### config.mk
export PLATFORM = sky130hd
export DESIGN_NAME = sgi_dispatch
export DESIGN_NICKNAME = d
export VERILOG_FILES = /design/src/rtl/sgi_pkg.sv /design/src/rtl/sgi_target_decode.sv /design/src/rtl/sgi_pend_bank.sv /design/src/rtl/sgi_dispatch.sv
export SDC_FILE = /design/constraint.sdc
export NUM_CORES = 1
export LEC_CHECK = 0
export ABC_AREA = 1
export BUFFER_PORTS_ARGS = -buffer_cell sky130_fd_sc_hd__buf_2
export CAP_MARGIN = 20
export CORE_UTILIZATION = 49
export CTS_BUF_LIST = sky130_fd_sc_hd__clkbuf_4 sky130_fd_sc_hd__clkbuf_8 sky130_fd_sc_hd__clkbuf_16
export CTS_CLUSTER_SIZE = 8
export DETAILED_ROUTE_END_ITERATION = 7
export PLACE_DENSITY = 0.8
export SYNTH_ARGS = -nofsm -noshare
export SYNTH_HDL_FRONTEND = slang
export SYNTH_SLANG_ARGS = --single-unit
### constraint.sdc
create_clock -name clk -period 1.3 [get_ports clk]
set_input_delay 0 -clock clk [delete_from_list [all_inputs] [get_ports clk]]
set_output_delay 0 -clock clk [all_outputs]
set_load 0.02 [all_outputs]
### src/rtl/sgi_pkg.sv
package sgi_pkg;

   // target filter code, bits 25:24 of the trigger word
   typedef enum logic [1:0] {
      FLT_LIST   = 2'd0,
      FLT_OTHERS = 2'd1,
      FLT_SELF   = 2'd2,
      FLT_ALL    = 2'd3
   } sgi_filter_e;

   localparam int ID_W        = 10;
   localparam int ID_LSB      = 0;
   localparam int LIST_LSB    = 16;
   localparam int FILTER_LSB  = 24;
   localparam int MAX_CPU     = 8;
   localparam int NUM_SGI     = 16;
   localparam int SGI_W       = 4;

endpackage

### src/rtl/sgi_target_decode.sv
module sgi_target_decode
   import sgi_pkg::*;
#(
   parameter int NUM_CPU = 4,
   localparam int CPU_W = (NUM_CPU > 1) ? $clog2(NUM_CPU) : 1
) (
   input  logic [31:0]         word,
   input  logic [CPU_W-1:0]    req_cpu,
   output logic [NUM_CPU-1:0]  mask,
   output logic [ID_W-1:0]     id
);

   localparam logic [NUM_CPU-1:0] ALL_MASK = {NUM_CPU{1'b1}};

   logic [NUM_CPU-1:0] self_oh;
   logic [NUM_CPU-1:0] list_m;
   sgi_filter_e        filt;

   for (genvar c = 0; c < NUM_CPU; c++) begin : g_self
      assign self_oh[c] = (int'(req_cpu) == c);
   end

   if (NUM_CPU < MAX_CPU) begin : g_list_narrow
      logic unused_list_hi;
      assign unused_list_hi = ^word[LIST_LSB+MAX_CPU-1:LIST_LSB+NUM_CPU];
      assign list_m = word[LIST_LSB +: NUM_CPU];
   end else begin : g_list_full
      assign list_m = word[LIST_LSB +: MAX_CPU];
   end

   logic unused_bits;
   assign unused_bits = ^{word[31:26], word[15:10]};

   assign filt = sgi_filter_e'(word[FILTER_LSB +: 2]);
   assign id   = word[ID_LSB +: ID_W];

   always_comb begin
      unique case (filt)
         FLT_LIST:   mask = list_m & ALL_MASK;
         FLT_OTHERS: mask = ALL_MASK & ~self_oh;
         FLT_SELF:   mask = self_oh;
         default:    mask = ALL_MASK;
      endcase
   end

endmodule

### src/rtl/sgi_pend_bank.sv
module sgi_pend_bank
   import sgi_pkg::*;
(
   input  logic               clk,
   input  logic               rst_n,
   input  logic               set_v,
   input  logic [SGI_W-1:0]   set_id,
   input  logic               ack_v,
   input  logic [SGI_W-1:0]   ack_id,
   output logic [NUM_SGI-1:0] pend
);

   for (genvar i = 0; i < NUM_SGI; i++) begin : g_bit
      always_ff @(posedge clk) begin
         if (!rst_n)
            pend[i] <= 1'b0;
         else if (set_v && set_id == SGI_W'(i))
            pend[i] <= 1'b1;
         else if (ack_v && ack_id == SGI_W'(i))
            pend[i] <= 1'b0;
      end
   end


   set_lands_chk: assert property (@(posedge clk) disable iff (!rst_n)
      set_v |=> pend[$past(set_id)]);


   ack_clears_chk: assert property (@(posedge clk) disable iff (!rst_n)
      (ack_v && !(set_v && set_id == ack_id)) |=> !pend[$past(ack_id)]);


   set_wins_chk: assert property (@(posedge clk) disable iff (!rst_n)
      (ack_v && set_v && set_id == ack_id) |=> pend[$past(ack_id)]);

endmodule

### src/rtl/sgi_dispatch.sv
module sgi_dispatch
   import sgi_pkg::*;
#(
   parameter int          NUM_CPU   = 4,
   parameter int          ADDR_W    = 12,
   parameter logic [11:0] TRIG_OFFS = 12'hF00,
   localparam int CPU_W = (NUM_CPU > 1) ? $clog2(NUM_CPU) : 1
) (
   input  logic                      clk,
   input  logic                      rst_n,
   input  logic                      wr_en,
   input  logic [ADDR_W-1:0]         wr_addr,
   input  logic                      wr_word,
   input  logic [31:0]               wr_data,
   input  logic [CPU_W-1:0]          wr_cpu,
   input  logic [NUM_CPU-1:0]        ack_valid,
   input  logic [NUM_CPU*SGI_W-1:0]  ack_id,
   output logic                      sgi_fire,
   output logic [ID_W-1:0]           sgi_id,
   output logic [NUM_CPU-1:0]        sgi_targets,
   output logic [NUM_CPU*NUM_SGI-1:0] sgi_pending
);

   localparam logic [NUM_CPU-1:0] ALL_MASK = {NUM_CPU{1'b1}};

   if (NUM_CPU < 1 || NUM_CPU > MAX_CPU) begin : g_bad_cpu
      $error("sgi_dispatch: NUM_CPU must lie in 1..8");
   end
   if (ADDR_W < 12) begin : g_bad_addr
      $error("sgi_dispatch: ADDR_W must be at least 12");
   end

   logic                 hit;
   logic [NUM_CPU-1:0]   dec_mask;
   logic [ID_W-1:0]      dec_id;
   logic                 id_in_bank;

   assign hit        = wr_en && wr_word && (wr_addr == ADDR_W'(TRIG_OFFS));
   assign id_in_bank = (dec_id[ID_W-1:SGI_W] == '0);

   sgi_target_decode #(.NUM_CPU(NUM_CPU)) u_decode (
      .word    (wr_data),
      .req_cpu (wr_cpu),
      .mask    (dec_mask),
      .id      (dec_id)
   );

   always_ff @(posedge clk) begin
      if (!rst_n) begin
         sgi_fire    <= 1'b0;
         sgi_id      <= '0;
         sgi_targets <= '0;
      end else begin
         sgi_fire <= hit;
         if (hit) begin
            sgi_id      <= dec_id;
            sgi_targets <= dec_mask;
         end
      end
   end

   for (genvar c = 0; c < NUM_CPU; c++) begin : g_cpu
      sgi_pend_bank u_bank (
         .clk    (clk),
         .rst_n  (rst_n),
         .set_v  (hit && dec_mask[c] && id_in_bank),
         .set_id (dec_id[SGI_W-1:0]),
         .ack_v  (ack_valid[c]),
         .ack_id (ack_id[c*SGI_W +: SGI_W]),
         .pend   (sgi_pending[c*NUM_SGI +: NUM_SGI])
      );
   end

   // input assumption: the requester index names an implemented processor
   requester_in_range_chk: assert property (@(posedge clk) disable iff (!rst_n)
      wr_en |-> (int'(wr_cpu) < NUM_CPU));


   no_write_no_fire_chk: assert property (@(posedge clk) disable iff (!rst_n)
      !(wr_en && wr_word) |=> !sgi_fire);


   others_excl_self_chk: assert property (@(posedge clk) disable iff (!rst_n)
      (hit && wr_data[FILTER_LSB +: 2] == 2'd1) |=> !sgi_targets[$past(wr_cpu)]);


   self_only_chk: assert property (@(posedge clk) disable iff (!rst_n)
      (hit && wr_data[FILTER_LSB +: 2] == 2'd2) |=> $onehot0(sgi_targets));


   all_targets_chk: assert property (@(posedge clk) disable iff (!rst_n)
      (hit && wr_data[FILTER_LSB +: 2] == 2'd3) |=> sgi_targets == ALL_MASK);


   high_id_no_pend_chk: assert property (@(posedge clk) disable iff (!rst_n)
      (hit && wr_data[ID_W-1:SGI_W] != '0 && ack_valid == '0) |=> $stable(sgi_pending));

endmodule

### Word-level counts from Yosys, hierarchy flattened

Index checks and enable logic that the tools add are counted.

* order comparisons: 0
* bitwise gates (word level): 1
* muxes and demuxes: 129
* reductions and logical operators: 210
* multipliers: 0
* $add $sub $neg: 0
* divide/modulo/power cells: 0
* shift operators: 0
* equal/unequal tests: 81

Operators with widths (number)
* 4-bit equality test (second input constant): 40
* 1-bit logical AND: 138
* 1-bit two-way mux: 128
* 2-bit nonzero test: 64
* 4-bit by 3-bit equality test with 1-bit output (second input constant): 20
* 4-bit by 2-bit equality test with 1-bit output (second input constant): 10
* 4-bit by 1-bit equality test with 1-bit output (second input constant): 5
* 4-bit logical NOT: 5
* 12-bit equality test (second input constant): 1
* 4-bit case mux with 3 select lines: 1
* 2-bit equality test (second input constant): 3
* 6-bit logical NOT: 1
* 2-bit by 1-bit equality test with 1-bit output (second input constant): 2
* 2-bit logical NOT: 2
* 4-bit inverter: 1

* memory bits (read-only): 0
* memories: 0
* bits in registers: 79
* latch bits: 0
* bits in writable memories: 0
* output and inout port bits: 79

### Logic depth before layout (Yosys ltp)

* depth in word-level cells: 7
* depth in mapped cells: 9
* mapped depth without buffers: 7

### By module

From an unflattened synthesis, not the netlist that was laid out.

* cell total of the unflattened synthesis: 601
* area total of the unflattened synthesis: 4003.8 µm²

Modules (own cells, without submodules)
* sgi_pend_bank: cells an instance 116, sequential area each 320.3 µm², instances 4, area an instance 785.8 µm²
* sgi_dispatch: cells an instance 104, sequential area each 300.3 µm², instances 1, area an instance 676.9 µm²
* sgi_target_decode: cells an instance 33, sequential area each 0.0 µm², instances 1, area an instance 183.9 µm²

### Worst setup path before layout

OpenSTA, ideal clock, no wires.

* path type: input to register
* start point: input wr_data[9]
* end point: register g_cpu[0].u_bank.pend[12]
* cell stages on the path: 5
* setup time: 70 ps
* path slack: 364 ps
* buffers on the path: 1
* arrival time: 865 ps
* cells stage by stage: or2_2 nor2_8 buf_6 nand4_1 a21oi_1

* cells in the longest elaborated chain, start to end: 4
* elaborated cells on any way between the ends: 5
* those cells by class: 1 x mux; 4 x reduce/logical

Ends and longest elaborated chain
* start: declaration: line sgi_dispatch.sv:14 `input logic [31:0] wr_data,`
* 6-bit logical NOT (*): line sgi_dispatch.sv:39 `assign id_in_bank = (dec_id[ID_W-1:SGI_W] == '0);`
* 1-bit logical AND (*): line sgi_dispatch.sv:66 `.set_v (hit && dec_mask[c] && id_in_bank),`
* 1-bit logical AND (*): line sgi_pend_bank.sv:17 `else if (set_v && set_id == SGI_W'(i))`
* 1-bit two-way mux or 2-bit nonzero test (tied branches)
* end signal: indexed assignment: line sgi_pend_bank.sv:16 `pend[i] <= 1'b0;`
* end signal: indexed assignment: line sgi_pend_bank.sv:18 `pend[i] <= 1'b1;`
* end signal: indexed assignment: line sgi_pend_bank.sv:20 `pend[i] <= 1'b0;`
* end: declaration: line sgi_pend_bank.sv:10 `output logic [NUM_SGI-1:0] pend`

Every way passes the cells marked *; elsewhere a longest branch is shown, timed or not.
A chain may end at the register's enable or synchronous reset.

### Final worst setup path

* start point: input wr_data[3]
* end point: register g_cpu[2].u_bank.pend[6]

* cells in the longest elaborated chain, start to end: 3
* elaborated cells on any way between the ends: 4
* those cells by class: 1 x eq/ne; 1 x mux; 2 x reduce/logical

Ends and longest elaborated chain (line)
* 4-bit by 3-bit equality test with 1-bit output (*): sgi_pend_bank.sv:17
* 1-bit logical AND (*): sgi_pend_bank.sv:17
* 1-bit two-way mux or 2-bit nonzero test (tied branches)
* end signal: indexed assignment: sgi_pend_bank.sv:16
* end signal: indexed assignment: sgi_pend_bank.sv:18
* end signal: indexed assignment: sgi_pend_bank.sv:20
* end: declaration: sgi_pend_bank.sv:10

Marks and branches as above.

==> run metrics <==
synth-to-layout area growth=29.2%; global-route wire length before repair=between 15,000 and 20,000 um; Tmin final=~1.3 ns; initial antenna violation count=0; Yosys reg bits=between 70 and 80; TritonCTS Sinks=just under 80; MaxCap Viol Count=0; Ports=between 100 and 150; post-synthesis cell count=between 500 and 600; core box area=between 7000 and 8000 um2; Die H=about 89 um; # DRC=0; number of routed nets with antenna violations=0; vias per std cell=approximately 5.6; Static Leakage=around 0.0022 uW; max incr delay on CP=0.54 ns; number of cells after detailed placement=roughly 750; Final setup viols=1; wire length per cell after detailed routing=roughly 14 um; max-slew violation count=0; hold slack=between 0.005 and 0.006 ns; clk buf depth=2; total power=between 4000 and 5000 uW; Clock Latency Late Sink=roughly 0.35 ns; initial cell density of the core=51.1%; Syn Nets=roughly 600; Layout Utilization=between 60% and 70%; cell family with the largest share of critical-path delay=buffers and inverters; Max rail drop VDD=~670 uV; vias in the first global route=3,932; Max Clk Rate=between 700 and 800 MHz; Crit Path Max Fanout=4; Final nets=738; Ys Warns=0; Worst Skew=0 ns; Hold Path Class=in -> reg; clock slew at reported path FFs=around 0.080 ns; Finished Layout Cells=approximately 770; port buffer count=~130; total clock buffers created by CTS=9; Pre-antenna DRT Iters=7; period utilization=103%; Vias=4,304; RSZ-0062 raised after global routing=true; final setup margin=-0.0450 ns; slew margin rel.=between 50% and 60%; crit end category=register; die area=roughly 8000 um2; H-tree levels=3; Root Buffer=clkbuf_8; Cell Rows=31; Distinct cells, synth=20; gpl congestion=0.879; Avg Inst Size Synth=7.04 um2; status=complete, but fails checks; Cell Chain, Critical Path=dlygate4sd3_1, buf_2, inv_1, nand2_1, nor2_1, nand4_1, a21oi_1; GRT Overall Usage=28.7%; GR Overflow Total=0; CP bufs+invs=3; violations in the final reports=negative setup slack; Routed WL=11,200 um; share of layout cells above drive strength 1=between 20% and 30%; die width=89.5 um; Mapped Area=~3700 um2; CTS tree=built; PwrDens=around 1000 nW/um2; 1st-iter DRT viols=between 300 and 400; required time worst endpoint=~1.6 ns; worst-margin pin slew=between 0.7 and 0.8 ns; slowest cell on the critical path=dlygate4sd3_1; CP Class=in -> reg; n_diodes=0; post-synthesis sequential area ratio=between 40% and 50%; critical path arrival=1.63 ns; largest net degree at the start of global routing=79; post-DP HPWL=about 7900 um; final hold vios=0; Worst setup SP type=input port
==> state kept, by name, summed over array words and instances, names as in the netlist <==
name and flops:
g_cpu.u_bank.pend 64, sgi_id 10, sgi_targets 4, sgi_fire 1
==> cell usage in the layout, fill, tap and decap left out <==
cell type | synthesis | routed
clkinv_2 | 0 | 1
buf_12 | 0 | 4
nor2_1 | 63 | 51
inv_6 | 0 | 1
nor2_4 | 0 | 1
nor2_8 | 1 | 1
clkinvlp_4 | 0 | 1
dfxtp_1 | 79 | 79
clkbuf_8 | 0 | 12
nand3_2 | 2 | 2
nand3b_1 | 1 | 1
a21oi_1 | 68 | 68
o21ai_0 | 28 | 28
nor3_1 | 3 | 3
nor2_2 | 1 | 12
buf_4 | 2 | 7
buf_2 | 7 | 132
o31ai_1 | 5 | 5
nand3_1 | 29 | 29
or2_2 | 1 | 1
buf_6 | 9 | 1
dlygate4sd3_1 | 0 | 11
inv_1 | 37 | 37
nand4_1 | 66 | 66
bufinv_16 | 0 | 1
nand2_2 | 0 | 1
clkinv_1 | 1 | 1
nand2_1 | 117 | 116
==> cells in the mapped netlist, drive strengths merged <==
cell type  count  area share (%)
a21oi         68             9.1
nor3           3            0.40
nand4         66              11
nand3         31             4.4
clkinv         1            0.10
inv           37             3.7
o21ai         28             3.7
o31ai          5             1.0
or2            1            0.17
buf           18             4.0
nor2          65             7.0
nand3b         1            0.20
clkbuf        12             1.2
nand2        117              12
dfxtp         79              42
==> metal layers <==
layer / vias up / GRT usage [%] / wire [um]
met4: 0 / 13.6 / 264
met2: 212 / 50.1 / 5570
met5: - / 0 / 0
met1: 1964 / 34.3 / 4600
met3: 31 / 4.99 / 750
li1: 2097 / - / -
==> layout make-up <==
| type | instances | area, um2 |
|---|---|---|
| clock buffer | 12 | 165 |
| clock inverter | 4 | 51.3 |
| fill | 620 | 2490 |
| inverter | 38 | 143 |
| multi-input combinational | 385 | 1860 |
| sequential | 79 | 1580 |
| tap | 99 | 124 |
| timing repair buffer | 155 | 915 |
==> per-stage QoR <==
step	setup slack [ns]	setup TNS, ns	area (um2)
final	-0.0450	-0.0450	4840
after global routing	-0.0981	-0.639	4840
after CTS	0.00686	0	4810
after detailed placement	0.0898	0	4480
after global placement	0.119	0	4480
after floorplan	0.364	0	3750
==> cells by family (layout without fill, tap and decap cells) <==
group,Yosys count,count (layout),synth area share [%]
AOI/OAI and AO/OA,101,101,13.8
buffers and inverters,68,209,9.05
DFF,79,79,42.2
and+or+nand+nor,284,284,34.9
==> final timing paths <==
check	start	cells past startpoint	end	slack (ns)
hold reg to reg	sgi_targets[1]	2	sgi_targets[1]	0.47
setup / recovery	wr_data[3]	7	g_cpu[2].u_bank.pend[6]	-0.04
hold / removal	ack_id[11]	3	g_cpu[2].u_bank.pend[2]	0.005
setup reg to reg	sgi_id[5]	2	sgi_id[5]	0.60
==> repair_timing <==
item	CTS	global route
gates resized for setup	0	14
setup buffers	0	0
endpoints found under the hold margin	11	0
endpoints found under the setup margin	0	45
hold buffers	11	0
==> worst reg2reg max path, stage by stage (launching register included) <==
cell	delay (ns)
dfxtp_1	0.32
o21ai_0	0.21
nor2_1	0.07
==> power breakdown <==
part,switching [uW],internal (uW)
Combinational,325,163
Clock,910,1050
Sequential,0.0222,2420
No activity file was read; power rests on OpenSTA's default activity.
